--- src/rtl/mdisp_pkg.sv ---
package mdisp_pkg;
  localparam int TYPE_W = 3;

  typedef enum logic [TYPE_W-1:0] {
    SLOT_ALU = 3'd0,
    SLOT_FPU = 3'd1,
    SLOT_MEM = 3'd2,
    SLOT_BR  = 3'd3,
    SLOT_IMM = 3'd4
  } slot_e;

  // single-instance units handled as a small array in the router
  localparam int N_SOLO = 3;
  localparam int SOLO_FPU = 0;
  localparam int SOLO_MEM = 1;
  localparam int SOLO_BR  = 2;
endpackage

--- src/rtl/mdisp_classify.sv ---
module mdisp_classify
  import mdisp_pkg::*;
#(
  parameter int N_ATOMS = 4
) (
  input  logic [N_ATOMS-1:0]        atom_vld,
  input  logic [N_ATOMS*TYPE_W-1:0] atom_type,
  output logic [N_ATOMS-1:0]        is_alu,
  output logic [N_ATOMS-1:0]        is_fpu,
  output logic [N_ATOMS-1:0]        is_mem,
  output logic [N_ATOMS-1:0]        is_br,
  output logic [N_ATOMS-1:0]        is_imm,
  output logic [N_ATOMS-1:0]        is_bad
);
  for (genvar i = 0; i < N_ATOMS; i++) begin : g_atom
    logic [TYPE_W-1:0] t;
    logic imm_here, illegal, orphan;
    assign t        = atom_type[i*TYPE_W +: TYPE_W];
    assign imm_here = atom_vld[i] && (t == SLOT_IMM);
    assign is_alu[i] = atom_vld[i] && (t == SLOT_ALU);
    assign is_fpu[i] = atom_vld[i] && (t == SLOT_FPU);
    assign is_mem[i] = atom_vld[i] && (t == SLOT_MEM);
    assign is_br[i]  = atom_vld[i] && (t == SLOT_BR);
    assign is_imm[i] = imm_here;
    assign illegal   = atom_vld[i] && (t > SLOT_IMM);
    if (i == 0) begin : g_first
      assign orphan = imm_here;
    end else begin : g_rest
      logic [TYPE_W-1:0] tp;
      assign tp     = atom_type[(i-1)*TYPE_W +: TYPE_W];
      assign orphan = imm_here && (!atom_vld[i-1] || (tp == SLOT_IMM));
    end
    assign is_bad[i] = illegal | orphan;
  end
endmodule

--- src/rtl/mdisp_route.sv ---
module mdisp_route
  import mdisp_pkg::*;
#(
  parameter int N_ATOMS = 4,
  parameter int N_ALU   = 2,
  parameter int OPW     = 8,
  parameter int CW      = 3
) (
  input  logic [N_ATOMS-1:0]     is_alu,
  input  logic [N_ATOMS-1:0]     is_fpu,
  input  logic [N_ATOMS-1:0]     is_mem,
  input  logic [N_ATOMS-1:0]     is_br,
  input  logic [N_ATOMS-1:0]     is_imm,
  input  logic [N_ATOMS-1:0]     is_bad,
  input  logic [N_ATOMS*OPW-1:0] atom_op,
  output logic [N_ALU-1:0]       alu_v,
  output logic [N_ALU*OPW-1:0]   alu_o,
  output logic [N_ALU-1:0]       alu_iv,
  output logic [N_ALU*OPW-1:0]   alu_i,
  output logic [N_SOLO-1:0]      solo_v,
  output logic [N_SOLO*OPW-1:0]  solo_o,
  output logic [N_SOLO-1:0]      solo_iv,
  output logic [N_SOLO*OPW-1:0]  solo_i,
  output logic [CW-1:0]          cnt,
  output logic                   err
);
  logic [OPW-1:0]     op_a    [N_ATOMS];
  logic [N_ATOMS-1:0] nxt_iv;
  logic [OPW-1:0]     nxt_val [N_ATOMS];
  logic [N_ATOMS-1:0] sel     [N_SOLO];

  assign sel[SOLO_FPU] = is_fpu;
  assign sel[SOLO_MEM] = is_mem;
  assign sel[SOLO_BR]  = is_br;

  for (genvar i = 0; i < N_ATOMS; i++) begin : g_op
    assign op_a[i] = atom_op[i*OPW +: OPW];
    if (i < N_ATOMS-1) begin : g_nxt
      assign nxt_iv[i]  = is_imm[i+1];
      assign nxt_val[i] = is_imm[i+1] ? atom_op[(i+1)*OPW +: OPW] : '0;
    end else begin : g_last
      assign nxt_iv[i]  = 1'b0;
      assign nxt_val[i] = '0;
    end
  end

  logic [N_ALU-1:0]  av_r, aiv_r;
  logic [OPW-1:0]    ao_r [N_ALU];
  logic [OPW-1:0]    ai_r [N_ALU];
  logic [N_SOLO-1:0] sv_r, siv_r;
  logic [OPW-1:0]    so_r [N_SOLO];
  logic [OPW-1:0]    si_r [N_SOLO];
  logic [CW-1:0]     cnt_r;
  logic              err_c;

  always_comb begin
    int n;
    n     = 0;
    err_c = |is_bad;
    cnt_r = '0;
    av_r  = '0;
    aiv_r = '0;
    sv_r  = '0;
    siv_r = '0;
    for (int k = 0; k < N_ALU; k++) begin
      ao_r[k] = '0;
      ai_r[k] = '0;
    end
    for (int u = 0; u < N_SOLO; u++) begin
      so_r[u] = '0;
      si_r[u] = '0;
    end
    for (int i = 0; i < N_ATOMS; i++) begin
      if (is_alu[i]) begin
        for (int k = 0; k < N_ALU; k++) begin
          if (n == k) begin
            av_r[k]  = 1'b1;
            ao_r[k]  = op_a[i];
            aiv_r[k] = nxt_iv[i];
            ai_r[k]  = nxt_val[i];
          end
        end
        if (n >= N_ALU) err_c = 1'b1;
        n     = n + 1;
        cnt_r = cnt_r + CW'(1);
      end
      for (int u = 0; u < N_SOLO; u++) begin
        if (sel[u][i]) begin
          if (sv_r[u]) begin
            err_c = 1'b1;
          end else begin
            sv_r[u]  = 1'b1;
            so_r[u]  = op_a[i];
            siv_r[u] = nxt_iv[i];
            si_r[u]  = nxt_val[i];
          end
          cnt_r = cnt_r + CW'(1);
        end
      end
    end
  end

  // a rejected molecule issues nothing
  for (genvar k = 0; k < N_ALU; k++) begin : g_alu_pack
    assign alu_v[k]              = av_r[k]  & ~err_c;
    assign alu_iv[k]             = aiv_r[k] & ~err_c;
    assign alu_o[k*OPW +: OPW]   = err_c ? '0 : ao_r[k];
    assign alu_i[k*OPW +: OPW]   = err_c ? '0 : ai_r[k];
  end
  for (genvar u = 0; u < N_SOLO; u++) begin : g_solo_pack
    assign solo_v[u]             = sv_r[u]  & ~err_c;
    assign solo_iv[u]            = siv_r[u] & ~err_c;
    assign solo_o[u*OPW +: OPW]  = err_c ? '0 : so_r[u];
    assign solo_i[u*OPW +: OPW]  = err_c ? '0 : si_r[u];
  end
  assign cnt = err_c ? '0 : cnt_r;
  assign err = err_c;
endmodule

--- src/rtl/molecule_dispatch.sv ---
module molecule_dispatch
  import mdisp_pkg::*;
#(
  parameter  int N_ATOMS = 4,
  parameter  int N_ALU   = 2,
  parameter  int OPW     = 8,
  localparam int CW      = $clog2(N_ATOMS + 1)
) (
  input  logic                      clk,
  input  logic                      rst,
  input  logic [N_ATOMS-1:0]        atom_vld,
  input  logic [N_ATOMS*TYPE_W-1:0] atom_type,
  input  logic [N_ATOMS*OPW-1:0]    atom_op,
  output logic [N_ALU-1:0]          alu_vld,
  output logic [N_ALU*OPW-1:0]      alu_op,
  output logic [N_ALU-1:0]          alu_imm_vld,
  output logic [N_ALU*OPW-1:0]      alu_imm,
  output logic                      fpu_vld,
  output logic [OPW-1:0]            fpu_op,
  output logic                      fpu_imm_vld,
  output logic [OPW-1:0]            fpu_imm,
  output logic                      lsu_vld,
  output logic [OPW-1:0]            lsu_op,
  output logic                      lsu_imm_vld,
  output logic [OPW-1:0]            lsu_imm,
  output logic                      bru_vld,
  output logic [OPW-1:0]            bru_op,
  output logic                      bru_imm_vld,
  output logic [OPW-1:0]            bru_imm,
  output logic [CW-1:0]             issue_cnt,
  output logic                      bad_mol
);
  logic [N_ATOMS-1:0] is_alu, is_fpu, is_mem, is_br, is_imm, is_bad;

  mdisp_classify #(.N_ATOMS(N_ATOMS)) u_cls (
    .atom_vld (atom_vld),
    .atom_type(atom_type),
    .is_alu   (is_alu),
    .is_fpu   (is_fpu),
    .is_mem   (is_mem),
    .is_br    (is_br),
    .is_imm   (is_imm),
    .is_bad   (is_bad)
  );

  logic [N_ALU-1:0]     n_av, n_aiv;
  logic [N_ALU*OPW-1:0] n_ao, n_ai;
  logic [N_SOLO-1:0]    n_sv, n_siv;
  logic [N_SOLO*OPW-1:0] n_so, n_si;
  logic [CW-1:0]        n_cnt;
  logic                 n_err;

  mdisp_route #(.N_ATOMS(N_ATOMS), .N_ALU(N_ALU), .OPW(OPW), .CW(CW)) u_rte (
    .is_alu (is_alu),
    .is_fpu (is_fpu),
    .is_mem (is_mem),
    .is_br  (is_br),
    .is_imm (is_imm),
    .is_bad (is_bad),
    .atom_op(atom_op),
    .alu_v  (n_av),
    .alu_o  (n_ao),
    .alu_iv (n_aiv),
    .alu_i  (n_ai),
    .solo_v (n_sv),
    .solo_o (n_so),
    .solo_iv(n_siv),
    .solo_i (n_si),
    .cnt    (n_cnt),
    .err    (n_err)
  );

  always_ff @(posedge clk) begin
    if (rst) begin
      alu_vld     <= '0;
      alu_op      <= '0;
      alu_imm_vld <= '0;
      alu_imm     <= '0;
      fpu_vld     <= 1'b0;
      fpu_op      <= '0;
      fpu_imm_vld <= 1'b0;
      fpu_imm     <= '0;
      lsu_vld     <= 1'b0;
      lsu_op      <= '0;
      lsu_imm_vld <= 1'b0;
      lsu_imm     <= '0;
      bru_vld     <= 1'b0;
      bru_op      <= '0;
      bru_imm_vld <= 1'b0;
      bru_imm     <= '0;
      issue_cnt   <= '0;
      bad_mol     <= 1'b0;
    end else begin
      alu_vld     <= n_av;
      alu_op      <= n_ao;
      alu_imm_vld <= n_aiv;
      alu_imm     <= n_ai;
      fpu_vld     <= n_sv[SOLO_FPU];
      fpu_op      <= n_so[SOLO_FPU*OPW +: OPW];
      fpu_imm_vld <= n_siv[SOLO_FPU];
      fpu_imm     <= n_si[SOLO_FPU*OPW +: OPW];
      lsu_vld     <= n_sv[SOLO_MEM];
      lsu_op      <= n_so[SOLO_MEM*OPW +: OPW];
      lsu_imm_vld <= n_siv[SOLO_MEM];
      lsu_imm     <= n_si[SOLO_MEM*OPW +: OPW];
      bru_vld     <= n_sv[SOLO_BR];
      bru_op      <= n_so[SOLO_BR*OPW +: OPW];
      bru_imm_vld <= n_siv[SOLO_BR];
      bru_imm     <= n_si[SOLO_BR*OPW +: OPW];
      issue_cnt   <= n_cnt;
      bad_mol     <= n_err;
    end
  end
endmodule

--- config.mk ---
export PLATFORM = sky130hd
export DESIGN_NAME = molecule_dispatch
export DESIGN_NICKNAME = d
export VERILOG_FILES = /design/src/rtl/mdisp_pkg.sv /design/src/rtl/mdisp_classify.sv /design/src/rtl/mdisp_route.sv /design/src/rtl/molecule_dispatch.sv
export SDC_FILE = /design/constraint.sdc
export NUM_CORES = 1
export LEC_CHECK = 0
export ABC_AREA = 1
export CAP_MARGIN = 30
export CORE_MARGIN = 1
export CORE_UTILIZATION = 59
export CTS_BUF_LIST = sky130_fd_sc_hd__clkbuf_16
export CTS_CLUSTER_DIAMETER = 40
export DETAILED_ROUTE_END_ITERATION = 12
export DONT_BUFFER_PORTS = 1
export PLACE_DENSITY = 0.8
export SLEW_MARGIN = 40
export SYNTH_ARGS = -nofsm -noshare
export SYNTH_HDL_FRONTEND = slang
export SYNTH_HIERARCHICAL = 1
export SYNTH_SLANG_ARGS = --single-unit
--- constraint.sdc ---
create_clock -name clk -period 8.2 [get_ports clk]
set_input_delay 1.23 -clock clk [delete_from_list [all_inputs] [get_ports clk]]
set_output_delay 1.23 -clock clk [all_outputs]
set_load 0.02 [all_outputs]
* Word-level counts from Yosys, hierarchy flattened
Cells that the tools add are included.
** Word-level totals
- Flip-flop bits (word level) :: 94
- Bits of input ports :: 50
- Word-level logic and storage cells :: 279
** Cells by class
- $lt $le $gt $ge :: 7
- Multiplexer cells :: 161
- Add/subtract/negate cells :: 17
- Bitwise logic cells :: 15
- Reductions and logical operators :: 42
- Equal/unequal tests :: 19
** Operator list (number)
- 8-bit 2-to-1 mux :: 59
- 32-bit logical NOT :: 3
- 16-bit 2-to-1 mux :: 6
- 1-bit 2-to-1 mux :: 73
- 32-bit by 2-bit == test with 1-bit output, second input constant :: 2
- 32-bit by 3-bit greater-or-equal comparator with 1-bit output, second input constant :: 2
- 32-bit 2-to-1 mux :: 2
- 3-bit 2-to-1 mux :: 15
- 3-bit by 1-bit adder with 3-bit output, second input constant :: 14
- 32-bit by 2-bit adder with 32-bit output, second input constant :: 1
- 1-bit logical AND :: 27
- 3-bit by 2-bit == test with 1-bit output, second input constant :: 8
- 3-bit by 1-bit == test with 1-bit output, second input constant :: 4
- 3-bit == test, second input constant :: 4
- 3-bit > comparator, second input constant :: 4
- 3-bit logical NOT :: 4
- 2-bit 2-to-1 mux :: 6
- 1-bit bitwise AND :: 10
- 1-bit by 1-bit adder with 2-bit output, second input constant :: 2
- 1-bit bitwise OR :: 4
- 4-bit OR reduction :: 1
- 1-bit logical NOT :: 3
- 1-bit logical OR :: 3
- 1-bit by 2-bit greater-or-equal comparator with 1-bit output, second input constant :: 1
- other kinds (3) :: 3

* Depth between registers and ports, before layout
Gate-level depths: netlist of the first run.
- Depth in word-level cells :: 33
- Gate-level depth with buffers :: 62
- Gate-level depth less buffers :: 61

* Cells and area by module
The synthesis of the first run kept the hierarchy.
** Modules (own cells, without submodules)
- mdisp_route :: seq. area each 0.0 µm², cells an instance 722, area each 3749.8 µm², times used 1
- molecule_dispatch :: seq. area each 1881.8 µm², cells an instance 292, area each 2652.5 µm², times used 1
- mdisp_classify :: seq. area each 0.0 µm², cells an instance 59, area each 317.8 µm², times used 1

* Least setup slack after synthesis of the first run
Ideal clock, no wire load.
- Kind :: in2reg
- Start point :: input atom_vld[0]
- End point :: register issue_cnt[2]
- Arrival time :: 8.188 ns
- Stages :: 56
- Required time :: 8.083 ns
- Setup slack :: -0.105 ns
- Setup time :: 0.117 ns
- Buffers on the path :: 1
- Cells stage by stage :: inv_1 -> or2_4 -> nor2_1 -> clkbuf_1 -> inv_1 -> ha_1 -> inv_1 -> nand2_4 -> nand2_2 -> nand2_1 -> nand3_1 -> nand2_1 -> ha_1 -> or2_1 -> nand3_1 -> nand2_1 -> nand2_1 -> nand2_1 -> [... 20 more ...] -> nand3_1 -> nand2_1 -> ha_1 -> or2_2 -> nand2_1 -> nand2_1 -> nand3_1 -> nand2_1 -> ha_1 -> nand2_1 -> xnor2_1 -> xor2_1 -> xor2_1 -> nand2_1 -> nand2_1 -> nor2_2 -> inv_1 -> nor2_1
** Between the ends
- Longest elaborated chain between the ends :: 32
- Elaborated cells on any way between the ends :: 85
** RTL lines
- from (decl) :: RTL line molecule_dispatch.sv:11 : input logic [N_ATOMS-1:0] atom_vld,
- 1-bit logical AND * :: RTL line mdisp_classify.sv:20 : assign is_alu[i] = atom_vld[i] && (t == SLOT_ALU);
- net is_alu[0] :: RTL line molecule_dispatch.sv:33 : logic [N_ATOMS-1:0] is_alu, is_fpu, is_mem, is_br, is_imm, is_bad;
- 1-bit 2-to-1 mux :: RTL line mdisp_route.sv:74 : if (is_alu[i]) begin
- 1-bit by 1-bit adder with 2-bit output :: RTL line mdisp_route.sv:84, mdisp_route.sv:97
- 3-bit 2-to-1 mux :: RTL line mdisp_route.sv:88 : if (sel[u][i]) begin
- 3-bit by 1-bit adder with 3-bit output :: RTL line mdisp_route.sv:97 : cnt_r = cnt_r + CW'(1);
- 3-bit 2-to-1 mux :: RTL line mdisp_route.sv:88
- 3-bit by 1-bit adder with 3-bit output :: RTL line mdisp_route.sv:97
- [... 17 more ...]
- 3-bit by 1-bit adder with 3-bit output :: RTL line mdisp_route.sv:85 : cnt_r = cnt_r + CW'(1);
- 3-bit 2-to-1 mux :: RTL line mdisp_route.sv:74
- 3-bit by 1-bit adder with 3-bit output :: RTL line mdisp_route.sv:97
- 3-bit 2-to-1 mux :: RTL line mdisp_route.sv:88
- 3-bit by 1-bit adder with 3-bit output :: RTL line mdisp_route.sv:97
- 3-bit 2-to-1 mux :: RTL line mdisp_route.sv:88
- 3-bit by 1-bit adder with 3-bit output :: RTL line mdisp_route.sv:97
- 3-bit 2-to-1 mux :: RTL line mdisp_route.sv:88
- to (signal assigned) :: RTL line molecule_dispatch.sv:110 : issue_cnt <= n_cnt;
- to (decl) :: RTL line molecule_dispatch.sv:30 : output logic [CW-1:0] issue_cnt,
Mark *: on every way through the listed nets, which the timed path passes. The rest lies on a longest branch.
A chain may end at the register's enable or synchronous reset.

* Worst setup path after layout of the first run
- Start point :: input atom_vld[0]
- End point :: register issue_cnt[2]
** Between the ends
- Elaborated cells on any way between the ends :: 85
** RTL lines
- 1-bit logical AND * :: RTL line mdisp_classify.sv:21 : assign is_fpu[i] = atom_vld[i] && (t == SLOT_FPU);
- net is_fpu[0] :: RTL line molecule_dispatch.sv:33
- 3-bit 2-to-1 mux :: RTL line mdisp_route.sv:88
- 3-bit by 1-bit adder with 3-bit output :: RTL line mdisp_route.sv:97
- 3-bit 2-to-1 mux :: RTL line mdisp_route.sv:88
- 3-bit by 1-bit adder with 3-bit output :: RTL line mdisp_route.sv:97
- 3-bit 2-to-1 mux :: RTL line mdisp_route.sv:88
- 3-bit by 1-bit adder with 3-bit output :: RTL line mdisp_route.sv:85
- [... 15 more ...]
- 3-bit by 1-bit adder with 3-bit output :: RTL line mdisp_route.sv:85
- 3-bit 2-to-1 mux :: RTL line mdisp_route.sv:74
- 3-bit by 1-bit adder with 3-bit output :: RTL line mdisp_route.sv:97
- 3-bit 2-to-1 mux :: RTL line mdisp_route.sv:88
- 3-bit by 1-bit adder with 3-bit output :: RTL line mdisp_route.sv:97
- 3-bit 2-to-1 mux :: RTL line mdisp_route.sv:88
- 3-bit by 1-bit adder with 3-bit output :: RTL line mdisp_route.sv:97
- 3-bit 2-to-1 mux :: RTL line mdisp_route.sv:88
Marked as above.

==> results.py, run 1 <==
metrics = {
    "layout": {
        "final_util": 0.6553,
        "multiInputGateArea_sq_um": 3974,
        "area_delta_synth_final_pct": 6.807,
        "fill_cells": 1040,
        "final-seq-area_sq_um": 1882,
        "diodes": 0,
        "stdcell_count": 1193,
        "drive_above_1_share": 0.09877,
        "fin_nets": 1118,
    },
    "synthesis": {
        "synth_nets": 1141,
        "synthesis.area_sq_um": 6709,
        "avgSynthCellArea_sq_um": 6.264,
        "yosysWarnings": 6,
        "syn_inst": 1071,
    },
    "route": {
        "routed_wl_mm": 18.66,
        "drcViolationCount": 0,
        "drt_iter0_drc": 804,
        "first_pass_iters": 7,
        "detail_route.wl_per_cell_microns": 15.64,
        "vias": 6946,
        "drtAntennaViolNets": 0,
        "routed_via_density": 5.822,
    },
    "power": {
        "max-vdd-ir-drop_mv": 0.1957,
        "power_density_nw_per_um2": 154.3,
        "p_total_mw": 1.106,
        "leakagePower_nw": 3.036,
    },
    "clocking": {
        "clk_pin_slew_worst_paths_ns": 0.07,
        "cts-buffers-inserted": 9,
        "cts_sinks": 94,
        "cts_max_level": 3,
        "postCtsHoldBufs": 0,
        "cts_tree": "done",
        "clk_path_buf_depth": 2,
        "clockRootBuffer": "clkbuf_16",
    },
    "critical_path": {
        "max_stage_delay_ns": 0.31,
        "crit_family": "simple AND/OR/NAND/NOR gates",
        "worstSetupEndpointType": "register",
        "arrival_ns": 8.06,
        "start_kind": "input pin",
        "crit_buf_inv": 7,
        "cpMaxStageDelayCell": "or2_2",
        "cp_max_fo": 4,
        "critical_path_class": "input pin to register",
        "cp.required_ns": 8.45,
        "crit_top_cell": "nand2_1",
    },
    "place": {
        "io_buffers": 0,
        "hpwl_mm": 13.85,
        "dp.cells": 1175,
        "globalplace.congestion": 0.9555,
    },
    "grt": {
        "grt.total_usage": 0.3155,
        "grt_max_degree": 95,
        "grt_first_pass_wirelength_mm": 29.26,
        "grt_overflow": 0,
        "antenna_found_initial": 0,
        "grt_pass1_vias": 6121,
    },
    "floorplanning": {
        "coreArea_sq_um": 10940,
        "rows": 38,
        "dieArea_sq_um": 11800,
        "die_h_microns": 108.6,
        "num_io_pins": 144,
        "start_util": 0.6135,
        "die_w_microns": 108.6,
    },
    "outcome": {
        "status": "finished, final reports clean",
    },
    "timing": {
        "slew_violations": 0,
        "period_minus_slack_ns": 7.813,
        "slew_headroom": 0.4486,
        "period_share": 0.9528,
        "finalSetupTns_ns": 0,
        "hold_viol_final": 0,
        "setup_viol": 0,
        "max_freq_mhz": 128.0,
        "tightest_slew_ns": 0.8241,
        "hold_ws_ns": 0.9442,
    },
    "hold_path": {
        "min_path_type": "input pin to register",
    },
    "flow_run": {
        "drv_cap": 0,
    },
}
-- layout by cell type (no fill, tap or decap), types with 6 or more instances in the layout --
master     count
nor2_1       217
inv_1        180
nand2_1      154
dfxtp_1       94
o21ai_0       80
o22ai_1       49
nand3_1       45
o221ai_1      33
a21oi_1       23
nand2_2       19
ha_1          18
nand3_2       16
buf_4         12
nor3_1        11
clkbuf_16      9
nand2_4        9
a211oi_1       9
a31oi_1        9
clkinv_1       8
nor3_2         7
xnor2_1        6
-- stage by stage --
stage,instance area [sq um],setup WS (ns)
2_1_floorplan,6713,0.05339
3_3_place_gp,6729,0.1874
3_5_place_dp,6731,0.008439
4_1_cts,7044,0.3487
5_1_grt,7166,-0.07878
6_report,7166,0.3867
-- registers in the layout, summed over array words and instances, names as in the netlist, 2 cells and up --
signal,count
alu_op,16
fpu_imm,8
lsu_op,8
alu_imm_vld,2
fpu_op,8
issue_cnt,3
bru_imm,8
lsu_imm,8
alu_vld,2
bru_op,8
alu_imm,16
-- final timing paths --
| path | from | depth (start not counted) | to |
|---|---|---|---|
| hold / removal | rst | 1 | alu_op[6]$_SDFF_PP0_ |
| setup / recovery | atom_vld[0] | 55 | issue_cnt[2]$_SDFF_PP0_ |
-- area by class of cell --
class,count,share of cell area
Clock inverter,7,0.01222
Timing Repair Buffer,13,0.01414
Sequential cell,94,0.2626
Inverter,192,0.1006
Tap cell,140,0.02445
Multi-Input combinational cell,738,0.5546
Clock buffer,9,0.03143
-- what timing repair did --
| item | 4_1_cts | 5_1_grt |
|---|---|---|
| hold endpoints to repair | 0 | 0 |
| endpoints found under the setup margin | 0 | 1 |
| setup buffers | 0 | 2 |
| resized for setup | 0 | 25 |
-- layer usage --
layer	up-vias	part of all wire	track usage
li1	3397	-	-
met1	3092	0.42	0.4369
met2	416	0.44	0.4833
met3	41	0.12	0.06874
met4	0	0.023	0.1052
met5	-	0	0
-- power breakdown --
part / total, mW / switching (mW) / internal (mW)
logic: 0.200 / 0.136 / 0.0633
registers: 0.474 / 0.0110 / 0.463
clock network: 0.432 / 0.189 / 0.243
total: 1.11 / 0.336 / 0.770
Note: power is estimated with default switching activity, not from simulation.
==> run 2, diff against run 1 <==
--- a/config.mk
+++ b/config.mk
@@ -7,13 +7,15 @@
 export LEC_CHECK = 0
 export ABC_AREA = 1
 export CAP_MARGIN = 30
+export CELL_PAD_IN_SITES_DETAIL_PLACEMENT = 1
+export CELL_PAD_IN_SITES_GLOBAL_PLACEMENT = 1
 export CORE_MARGIN = 1
-export CORE_UTILIZATION = 59
+export CORE_UTILIZATION = 40
 export CTS_BUF_LIST = sky130_fd_sc_hd__clkbuf_16
 export CTS_CLUSTER_DIAMETER = 40
 export DETAILED_ROUTE_END_ITERATION = 12
 export DONT_BUFFER_PORTS = 1
-export PLACE_DENSITY = 0.8
+export PLACE_DENSITY = 0.79
 export SLEW_MARGIN = 40
 export SYNTH_ARGS = -nofsm -noshare
 export SYNTH_HDL_FRONTEND = slang
==> results.py, run 2 (same netlist as run 1, synthesis figures left out) <==
metrics = {
    "timing": {
        "slew_headroom": 0.4544,
        "finalSetupTns_ns": 0,
        "period_minus_slack_ns": 7.783,
        "hold_viol_final": 0,
        "max_freq_mhz": 128.5,
        "period_share": 0.9491,
        "setup_viol": 0,
        "tightest_slew_ns": 0.8153,
        "hold_ws_ns": 0.9457,
        "slew_violations": 0,
    },
    "critical_path": {
        "crit_family": "simple AND/OR/NAND/NOR gates",
        "arrival_ns": 8.04,
        "cp_max_fo": 15,
        "cpMaxStageDelayCell": "or2_2",
        "crit_buf_inv": 6,
        "crit_top_cell": "nand2_1",
        "critical_path_class": "input pin to register",
        "max_stage_delay_ns": 0.30,
        "worstSetupEndpointType": "register",
        "start_kind": "input pin",
        "cp.required_ns": 8.45,
    },
    "grt": {
        "grt_overflow": 0,
        "grt_first_pass_wirelength_mm": 35.24,
        "antenna_found_initial": 0,
        "grt.total_usage": 0.2556,
        "grt_max_degree": 95,
        "grt_pass1_vias": 6731,
    },
    "floorplanning": {
        "rows": 46,
        "coreArea_sq_um": 16120,
        "die_w_microns": 131.5,
        "num_io_pins": 144,
        "dieArea_sq_um": 17290,
        "start_util": 0.4163,
        "die_h_microns": 131.5,
    },
    "layout": {
        "area_delta_synth_final_pct": 9.344,
        "final-seq-area_sq_um": 1882,
        "largestRegisters": "alu_imm (16), alu_op (16)",
        "stdcell_area_sq_um": 7336,
        "fin_nets": 1120,
        "diodes": 0,
        "drive_above_1_share": 0.1148,
        "layout_common_cells": "217 x nor2_1, 179 x inv_1, 146 x nand2_1",
        "fill_cells": 2182,
        "multiInputGateArea_sq_um": 4045,
        "layout_commonest_cell": "nor2_1",
    },
    "clocking": {
        "postCtsHoldBufs": 0,
        "cts_tree": "done",
        "clockRootBuffer": "clkbuf_16",
        "cts_max_level": 3,
        "cts_sinks": 94,
        "clk_pin_slew_worst_paths_ns": 0.07,
        "cts-buffers-inserted": 9,
        "clk_path_buf_depth": 2,
    },
    "route": {
        "routed_via_density": 5.513,
        "vias": 7002,
        "drtAntennaViolNets": 0,
        "routed_wl_mm": 22.78,
        "drcViolationCount": 0,
        "detail_route.wl_per_cell_microns": 17.93,
        "drt_iter0_drc": 489,
        "first_pass_iters": 5,
    },
    "hold_path": {
        "min_path_type": "input pin to register",
    },
    "power": {
        "power_density_nw_per_um2": 149.8,
        "max-vdd-ir-drop_mv": 0.1154,
        "leakagePower_nw": 3.039,
    },
    "place": {
        "io_buffers": 0,
        "globalplace.congestion": 0.8505,
        "hpwl_mm": 17.45,
        "placed_cell_area_sq_um": 6867,
    },
    "outcome": {
        "status": "finished, final reports clean",
    },
    "flow_run": {
        "drv_cap": 0,
    },
}
## run 2: cell count changes in the layout (fill, tap and decap cells not counted), sizes merged
cell | before | now
buf | 13 | 15
inv | 187 | 185
clkinv | 11 | 12
## run 2: stage by stage
stage / utilization / worst slack [ns] / cells / power (mW)
2_1_floorplan: - / 0.05339 / 1071 / 0.6417
3_5_place_dp: 0.4261 / -0.2212 / 1253 / 0.6842
4_1_cts: 0.4439 / 0.1472 / 1268 / 1.100
6_report: 0.4552 / 0.4174 / 1270 / 1.099
3_3_place_gp: 0.4239 / 0.1265 / 1251 / 0.6726
5_1_grt: 0.4552 / -0.05254 / 1270 / 1.151
## run 2: where the power goes
part           switching (mW)  internal (mW)  leakage, nW
Combinational           0.147         0.0675         2.14
Sequential             0.0114          0.464        0.759
Clock                   0.175          0.234        0.143
## run 2: layout make-up
class	instances	share of cell area
multi-input combinational	738	0.5514
sequential	94	0.2565
inverter	192	0.09824
tap	216	0.03684
clock buffer	9	0.03070
timing repair buffer	15	0.01791
clock inverter	6	0.008357
## run 2: per-layer routing
metal	share of wire	track usage	up-vias	wire length, microns
li1	-	-	3396	-
met1	0.44	0.3423	3291	10040
met2	0.46	0.4174	279	10500
met3	0.083	0.05208	36	1885
met4	0.015	0.06137	0	351
met5	0	0	-	0
## run 2: path summary, 6_finish.rpt
path,cells past startpoint,end,from
max,54,issue_cnt[2]$_SDFF_PP0_,atom_vld[0]
min,1,alu_op[12]$_SDFF_PP0_,rst
## run 2: what timing repair did
action                                  in CTS  in global routing
resized for setup                            0                 41
endpoints found under the setup margin       0                  2
buffers inserted                             0                  2
